**config.mk**
```make
export PLATFORM = sky130hd
export DESIGN_NAME = rob_core
export DESIGN_NICKNAME = d
export VERILOG_FILES = /design/src/rtl/rob_pkg.sv /design/src/rtl/rob_regfile.sv /design/src/rtl/rob_rename.sv /design/src/rtl/rob_slot.sv /design/src/rtl/rob_core.sv
export SDC_FILE = /design/constraint.sdc
export NUM_CORES = 2
export LEC_CHECK = 0
export ABC_AREA = 1
export BUFFER_PORTS_ARGS = -buffer_cell sky130_fd_sc_hd__buf_2
export CAP_MARGIN = 20
export CORE_ASPECT_RATIO = 1.2
export CORE_MARGIN = 2
export CORE_UTILIZATION = 30
export DETAILED_ROUTE_END_ITERATION = 10
export SETUP_SLACK_MARGIN = 0.02
export SLEW_MARGIN = 25
export SYNTH_ARGS = -nofsm -noshare
export SYNTH_HDL_FRONTEND = slang
export SYNTH_HIERARCHICAL = 1
export SYNTH_SLANG_ARGS = --single-unit
```
**constraint.sdc**
```tcl
create_clock -name clk -period 3.03 [get_ports clk]
set_input_delay 0 -clock clk [delete_from_list [all_inputs] [get_ports clk]]
set_output_delay 0 -clock clk [all_outputs]
set_load 0.05 [all_outputs]
```
**src/rtl/rob_pkg.sv**
```systemverilog
package rob_pkg;
  parameter int ROB_DEPTH = 8;   // power of two
  parameter int DATA_W    = 16;
  parameter int NUM_REGS  = 8;
  parameter int OP_W      = 4;

  localparam int TAG_W = $clog2(ROB_DEPTH);
  localparam int REG_W = $clog2(NUM_REGS);
  localparam int PTR_W = TAG_W + 1;

  typedef logic [TAG_W-1:0]  tag_t;
  typedef logic [DATA_W-1:0] data_t;
  typedef logic [REG_W-1:0]  reg_t;
  typedef logic [OP_W-1:0]   op_t;

  typedef struct packed {
    logic  rdy;
    data_t val;
    tag_t  tag;
  } opnd_t;

  typedef struct packed {
    logic            vld;
    logic            done;
    data_t           res;
    reg_t            dst;
    op_t             op;
    opnd_t [1:0]     src;
  } slot_t;

  typedef struct packed {
    logic busy;
    tag_t tag;
  } map_t;
endpackage

```
**src/rtl/rob_regfile.sv**
```systemverilog
module rob_regfile
  import rob_pkg::*;
(
  input  logic  clk,
  input  logic  rst_n,
  input  reg_t  ra0,
  input  reg_t  ra1,
  output data_t rd0,
  output data_t rd1,
  input  logic  we,
  input  reg_t  wa,
  input  data_t wd
);
  data_t mem [NUM_REGS];

  always_ff @(posedge clk) begin
    if (!rst_n) begin
      for (int i = 0; i < NUM_REGS; i++) mem[i] <= '0;
    end else if (we) begin
      mem[wa] <= wd;
    end
  end

  assign rd0 = mem[ra0];
  assign rd1 = mem[ra1];
endmodule

```
**src/rtl/rob_rename.sv**
```systemverilog
module rob_rename
  import rob_pkg::*;
(
  input  logic clk,
  input  logic rst_n,
  input  logic flush,
  input  reg_t ra0,
  input  reg_t ra1,
  output map_t m0,
  output map_t m1,
  input  logic set_en,
  input  reg_t set_reg,
  input  tag_t set_tag,
  input  logic clr_en,
  input  reg_t clr_reg,
  input  tag_t clr_tag
);
  map_t tbl [NUM_REGS];

  always_ff @(posedge clk) begin
    if (!rst_n || flush) begin
      for (int i = 0; i < NUM_REGS; i++) tbl[i] <= '0;
    end else begin
      // conditional clear first; a same-cycle set of the same register wins
      if (clr_en && tbl[clr_reg].busy && tbl[clr_reg].tag == clr_tag)
        tbl[clr_reg].busy <= 1'b0;
      if (set_en)
        tbl[set_reg] <= '{busy: 1'b1, tag: set_tag};
    end
  end

  assign m0 = tbl[ra0];
  assign m1 = tbl[ra1];

  // a fresh mapping is visible on the read port one cycle later
  a_r9_set_visible: assert property (@(posedge clk) disable iff (!rst_n)
    (set_en && !flush && ra0 == set_reg && $stable(ra0)) |=>
      (flush || (m0.busy && m0.tag == $past(set_tag))));
endmodule

```
**src/rtl/rob_slot.sv**
```systemverilog
module rob_slot
  import rob_pkg::*;
#(
  parameter int IDX = 0
) (
  input  logic  clk,
  input  logic  rst_n,
  input  logic  flush,
  input  logic  alloc,
  input  slot_t init,
  input  logic  clr,
  input  logic  wb_valid,
  input  tag_t  wb_tag,
  input  data_t wb_value,
  output slot_t q
);
  logic own_hit;
  assign own_hit = wb_valid && (wb_tag == tag_t'(IDX));

  always_ff @(posedge clk) begin
    if (!rst_n || flush) begin
      q <= '0;
    end else if (alloc) begin
      q <= init;
    end else if (clr) begin
      q.vld  <= 1'b0;
      q.done <= 1'b0;
    end else if (q.vld) begin
      if (own_hit) begin
        q.done <= 1'b1;
        q.res  <= wb_value;
      end
      for (int k = 0; k < 2; k++) begin
        if (!q.src[k].rdy && wb_valid && q.src[k].tag == wb_tag) begin
          q.src[k].rdy <= 1'b1;
          q.src[k].val <= wb_value;
        end
      end
    end
  end

  for (genvar k = 0; k < 2; k++) begin : g_wake
    // a broadcast to the awaited tag wakes the operand with that value
    a_r4_wakeup: assert property (@(posedge clk) disable iff (!rst_n)
      (q.vld && !q.src[k].rdy && wb_valid && q.src[k].tag == wb_tag &&
       !flush && !clr && !alloc) |=>
        (q.src[k].rdy && q.src[k].val == $past(wb_value)));
  end
endmodule

```
**src/rtl/rob_core.sv**
```systemverilog
module rob_core
  import rob_pkg::*;
(
  input  logic  clk,
  input  logic  rst_n,
  input  logic  disp_valid,
  output logic  disp_ready,
  input  op_t   disp_op,
  input  reg_t  disp_dst,
  input  reg_t  disp_src_a,
  input  reg_t  disp_src_b,
  output tag_t  disp_tag,
  input  tag_t  exe_idx,
  output logic  exe_rdy,
  output op_t   exe_op,
  output data_t exe_a,
  output data_t exe_b,
  output logic  exe_done,
  output data_t exe_res,
  input  logic  wb_valid,
  input  tag_t  wb_tag,
  input  data_t wb_value,
  output logic  ret_valid,
  input  logic  ret_ready,
  output reg_t  ret_dst,
  output data_t ret_value,
  input  logic  head_exc
);
  logic [PTR_W-1:0] head_q, tail_q;
  tag_t  head_idx, tail_idx;
  logic  full, empty, disp_fire, ret_fire;
  slot_t slots [ROB_DEPTH];
  slot_t init, sel, hd;
  map_t  map_a, map_b;
  data_t rf_a, rf_b;

  assign head_idx = head_q[TAG_W-1:0];
  assign tail_idx = tail_q[TAG_W-1:0];
  assign empty    = (head_q == tail_q);
  assign full     = (head_q[TAG_W] != tail_q[TAG_W]) && (head_idx == tail_idx);

  assign disp_ready = !full && !head_exc;
  assign disp_fire  = disp_valid && disp_ready;
  assign disp_tag   = tail_idx;

  assign hd        = slots[head_idx];
  assign ret_valid = !empty && hd.done;
  assign ret_dst   = hd.dst;
  assign ret_value = hd.res;
  assign ret_fire  = ret_valid && ret_ready && !head_exc;

  always_ff @(posedge clk) begin
    if (!rst_n || head_exc) begin
      head_q <= '0;
      tail_q <= '0;
    end else begin
      if (disp_fire) tail_q <= tail_q + PTR_W'(1);
      if (ret_fire)  head_q <= head_q + PTR_W'(1);
    end
  end

  rob_rename u_ren (
    .clk(clk), .rst_n(rst_n), .flush(head_exc),
    .ra0(disp_src_a), .ra1(disp_src_b), .m0(map_a), .m1(map_b),
    .set_en(disp_fire), .set_reg(disp_dst), .set_tag(tail_idx),
    .clr_en(ret_fire), .clr_reg(hd.dst), .clr_tag(head_idx)
  );

  rob_regfile u_rf (
    .clk(clk), .rst_n(rst_n),
    .ra0(disp_src_a), .ra1(disp_src_b), .rd0(rf_a), .rd1(rf_b),
    .we(ret_fire), .wa(hd.dst), .wd(hd.res)
  );

  // priority: no producer -> register file, completed producer, same-cycle result, wait
  function automatic opnd_t resolve(map_t m, data_t rfv, slot_t prod,
                                    logic fwd_en, tag_t fwd_tag, data_t fwd_val);
    opnd_t o;
    o.tag = m.tag;
    if (!m.busy) begin
      o.rdy = 1'b1; o.val = rfv;
    end else if (prod.done) begin
      o.rdy = 1'b1; o.val = prod.res;
    end else if (fwd_en && fwd_tag == m.tag) begin
      o.rdy = 1'b1; o.val = fwd_val;
    end else begin
      o.rdy = 1'b0; o.val = '0;
    end
    return o;
  endfunction

  always_comb begin
    init        = '0;
    init.vld    = 1'b1;
    init.dst    = disp_dst;
    init.op     = disp_op;
    init.src[0] = resolve(map_a, rf_a, slots[map_a.tag], wb_valid, wb_tag, wb_value);
    init.src[1] = resolve(map_b, rf_b, slots[map_b.tag], wb_valid, wb_tag, wb_value);
  end

  for (genvar i = 0; i < ROB_DEPTH; i++) begin : g_slot
    rob_slot #(.IDX(i)) u_slot (
      .clk(clk), .rst_n(rst_n), .flush(head_exc),
      .alloc(disp_fire && tail_idx == tag_t'(i)),
      .init(init),
      .clr(ret_fire && head_idx == tag_t'(i)),
      .wb_valid(wb_valid), .wb_tag(wb_tag), .wb_value(wb_value),
      .q(slots[i])
    );
  end

  assign sel      = slots[exe_idx];
  assign exe_rdy  = sel.vld && !sel.done && sel.src[0].rdy && sel.src[1].rdy;
  assign exe_op   = sel.op;
  assign exe_a    = sel.src[0].val;
  assign exe_b    = sel.src[1].val;
  assign exe_done = sel.done;
  assign exe_res  = sel.res;

  // occupancy kept apart from the pointers, for checking only
  logic [PTR_W-1:0] occ_q;
  always_ff @(posedge clk) begin
    if (!rst_n || head_exc) occ_q <= '0;
    else occ_q <= occ_q + PTR_W'(disp_fire) - PTR_W'(ret_fire);
  end

  // dispatch is refused exactly when every slot is held
  a_r2_full_refuse: assert property (@(posedge clk) disable iff (!rst_n)
    !head_exc |-> (disp_ready == (occ_q != PTR_W'(ROB_DEPTH))));

  // an accepted dispatch occupies the slot named by its tag
  a_r1_alloc: assert property (@(posedge clk) disable iff (!rst_n)
    disp_fire |=> slots[$past(tail_idx)].vld);

  // a live rename mapping always names an occupied slot
  a_r9_map_live: assert property (@(posedge clk) disable iff (!rst_n)
    map_a.busy |-> slots[map_a.tag].vld);

  // after a flush nothing can retire and the next tag is zero
  a_r10_flush_empty: assert property (@(posedge clk) disable iff (!rst_n)
    head_exc |=> (!ret_valid && disp_ready && disp_tag == '0));
endmodule

```
==> out/results.ini <==
[global_route]
antenna_found_initial = 16
grt_max_degree = 86
gr-total-overflow = 0
grtUsageTotal_pct = 25.2
grt_pass1_vias = 45200
grt_pass1_wl_mm = 298

[pwr]
cellPowerDensity_nw_per_um2 = 449
p_leak_nw = 24.7
fin_total_pwr_mw = 23.7
vdd_ir_drop_max_mv = 0.368

[floorplan]
die_w_um = 361
die_h_um = 432
row_count = 157
start_util_pct = 30.1
io_pins = 119
coreArea_sq_um = 152000
fp.dieArea_sq_um = 156000

[clock_network]
clk_pin_slew_ns = 0.07
worstSkewPairLatency_ns = 0.70
clock_sinks = 688
cts_tree = done
root_buffer = clkbuf_16
cts_buffers = 78
htree_levels = 3
ctsLongestPathBuffers = 3

[synth]
synth_cell_types = 41
synth_commonest_cells = 2,568 x nand2_1, 911 x nor2_1, 650 x inv_1, 567 x a21oi_1, 536 x dfxtp_1
async_reset_ff_share_pct = 0
syn_inst = 7451
ys.flop_type = dfxtp_1
postSynthAreaPerCell_sq_um = 6.15
synth_most_common_cell = nand2_1
ys_ff_latch = 688
netlist_area_sq_um = 45800
synth_edf_count = 152
yosysWarnings = 6
synth_area_leaders = dfxtp_1 23%, nand2_1 21%, edfxtp_1 10%
synth_top_area_share_pct = 23.4
synth_top_cell_by_area = dfxtp_1
seq_area_frac_synth_pct = 33.4

[sta]
drv_slew = 0
setup_viol = 0
tightest_slew_ns = 0.990
rsz0062_at_grt = true
max_freq_ghz = 0.339
skew_ns = 0.0359
final-hold-violation-count = 0
max-slew-margin-rel_pct = 34.0
finalCriticalPeriod_ns = 2.95
finalCritPeriodShare_pct = 97.3

[detailed_routing]
wl_per_cell_um = 21.3
drtPass1Iterations = 9
routed_wirelength_mm = 206
drt_iter0_markers = 6109
ant_nets = 0
viasPerCell = 5.22
num_vias = 50400
route.detailed.drc = 0

[worst_setup_path]
worstPathRequired_ns = 3.67
startpoint = u_ren/tbl[0][0]$_SDFFCE_PN0P_
r2r_end = g_slot[3].u_slot/q[15]$_SDFFE_PP0P_
arrival_ns = 3.59
critPathCaptureType = flop
path_max_fanout = 24
reg2reg_from = u_ren/tbl[0][0]$_SDFFCE_PN0P_
ff2ff_path_depth = 15
start_kind = flop
regToRegSetupSlack_ns = 0.08
crit_type = reg2reg

[final_layout]
multiInputGateArea_sq_um = 25800
layout-drive-gt1-share_pct = 11.2
syn2layout_area_growth_pct = 15.4
regArea_sq_um = 15300
fillers = 16400
stdcell_area_sq_um = 52900
nNetsFinal = 7650

[place]
gp_congestion = 0.949
hpwl_mm = 142
dpl_cell_area_sq_um = 49700
placement.io_buffers = 118

[worst_hold_path]
holdPathStages = 5
hold_start = wb_tag[0]
min_path_type = in2reg
min_to = g_slot[3].u_slot/q[63]$_SDFFE_PP0P_

[run]
max-cap-violations = 0

[run_status]
status = complete, no violations

[worst max-delay path by stage]
stage / to / cells after the start
CTS: ret_value[6] / 9
floorplan: u_rf/mem[1][0]$_SDFFCE_PN0P_ / 12
finish: g_slot[3].u_slot/q[15]$_SDFFE_PP0P_ / 15
detailed placement: g_slot[2].u_slot/q[31]$_SDFFE_PP0P_ / 12
global placement: g_slot[2].u_slot/q[15]$_SDFFE_PP0P_ / 12
global route: g_slot[1].u_slot/q[26]$_SDFFE_PP0P_ / 18
[power breakdown]
part,switching (mW),internal [mW],leakage (nW)
registers,0.0575,9.47,5.91
clock network,4.44,5.43,1.24
logic,3.20,1.16,17.5
total,7.70,16.0,24.7
[cell families (layout without fill, tap and decap cells)]
kind of cell / Yosys count / in the layout / synth area share, %
compound gates: 1333 / 1334 / 15.5
xor+xnor: 3 / 3 / 0.0574
fa+ha+maj: 12 / 12 / 0.328
buf+inv: 1219 / 1282 / 12.2
flops: 688 / 688 / 33.4
other cells: 2 / 154 / 0.0164
simple gates: 4194 / 4194 / 38.5
[area by class of cell]
class	count	area share, %
Clock buffer	100	4.05
Inverter	715	5.14
Antenna cell	10	0.0473
Clock inverter	40	0.828
Tap cell	1987	4.70
Timing Repair Buffer	427	7.54
Sequential cell	688	28.9
Multi-Input combinational cell	5687	48.8
[routing by layer]
layer	track usage (%)	up-vias	part of all wire, %
li1	-	23800	-
met1	33.7	23300	41
met2	40.3	2772	45
met3	4.09	458	9.8
met4	10.3	6	4.0
met5	0	-	0.018
[sequential cells by signal (all words and copies together), names as in the netlist]
signal / cells
head_q: 4
g_slot.u_slot/q: 520
u_rf/mem: 128
u_ren/tbl: 32
tail_q: 4
[timing repair]
item                       CTS  global route
pin swaps                    0             2
hold buffers                31             0
hold endpoints to repair   354             0
setup buffers                0             3
resized for setup            6            41
setup endpoints to repair   45           282
gates cloned                 0             2
[through the flow]
step	instances	worst slack (ns)	util (%)	TNS, ns	hold slack [ns]
detailed placement	9468	-0.00763	32.7	-0.00763	0.331
floorplan	7593	0.0358	-	0	0.140
global placement	9468	0.0234	32.7	0	0.331
global route	9653	0.00627	34.8	0	0.0935
CTS	9639	0.0465	34.6	0	0.0115
finish	9654	0.0807	34.8	0	0.0777
[critical path, cell delays in order, from the launching register on]
cell	delay [ns]
edfxtp_1	0.43
o21ai_1	0.50
a31oi_4	0.27
buf_12	0.24
buf_4	0.16
a21oi_1	0.14
o21ai_0	0.10
nand2_1	0.08
nand2_1	0.05
nand3_1	0.08
nand3_1	0.07
nand2_1	0.40
nand2_1	0.13
nand2_1	0.09
a21oi_1	0.05
nor2_1	0.10
[cells in the final DEF, fill, tap and decap left out, types with 5 or more instances in the layout]
cell type	Yosys	final
buf_2	247	115
nor3_2	0	6
o211ai_1	102	102
inv_2	53	44
clkbuf_16	0	81
clkinv_2	0	13
clkinvlp_4	0	10
nand2_4	11	13
o21ai_0	484	480
nand2_2	34	53
dlygate4sd3_1	0	31
nand2_1	2568	2547
o22ai_1	82	82
inv_1	650	650
a21oi_1	567	565
nor2_2	38	37
nand4_1	14	14
nor2_4	12	22
edfxtp_1	152	152
clkinv_1	9	12
nor2_1	911	902
clkbuf_8	1	6
ha_1	12	12
a31oi_2	0	8
clkbuf_1	123	11
a31oi_4	0	5
inv_4	3	9
nand3_1	459	459
buf_4	33	200
a31oi_1	40	28
o21ai_1	47	51
conb_1	2	144
diode_2	0	10
dfxtp_1	536	534
buf_12	0	74
nand3_2	118	118
a21oi_2	4	6
nand3b_1	16	16
No activity file was read; power rests on OpenSTA's default activity.
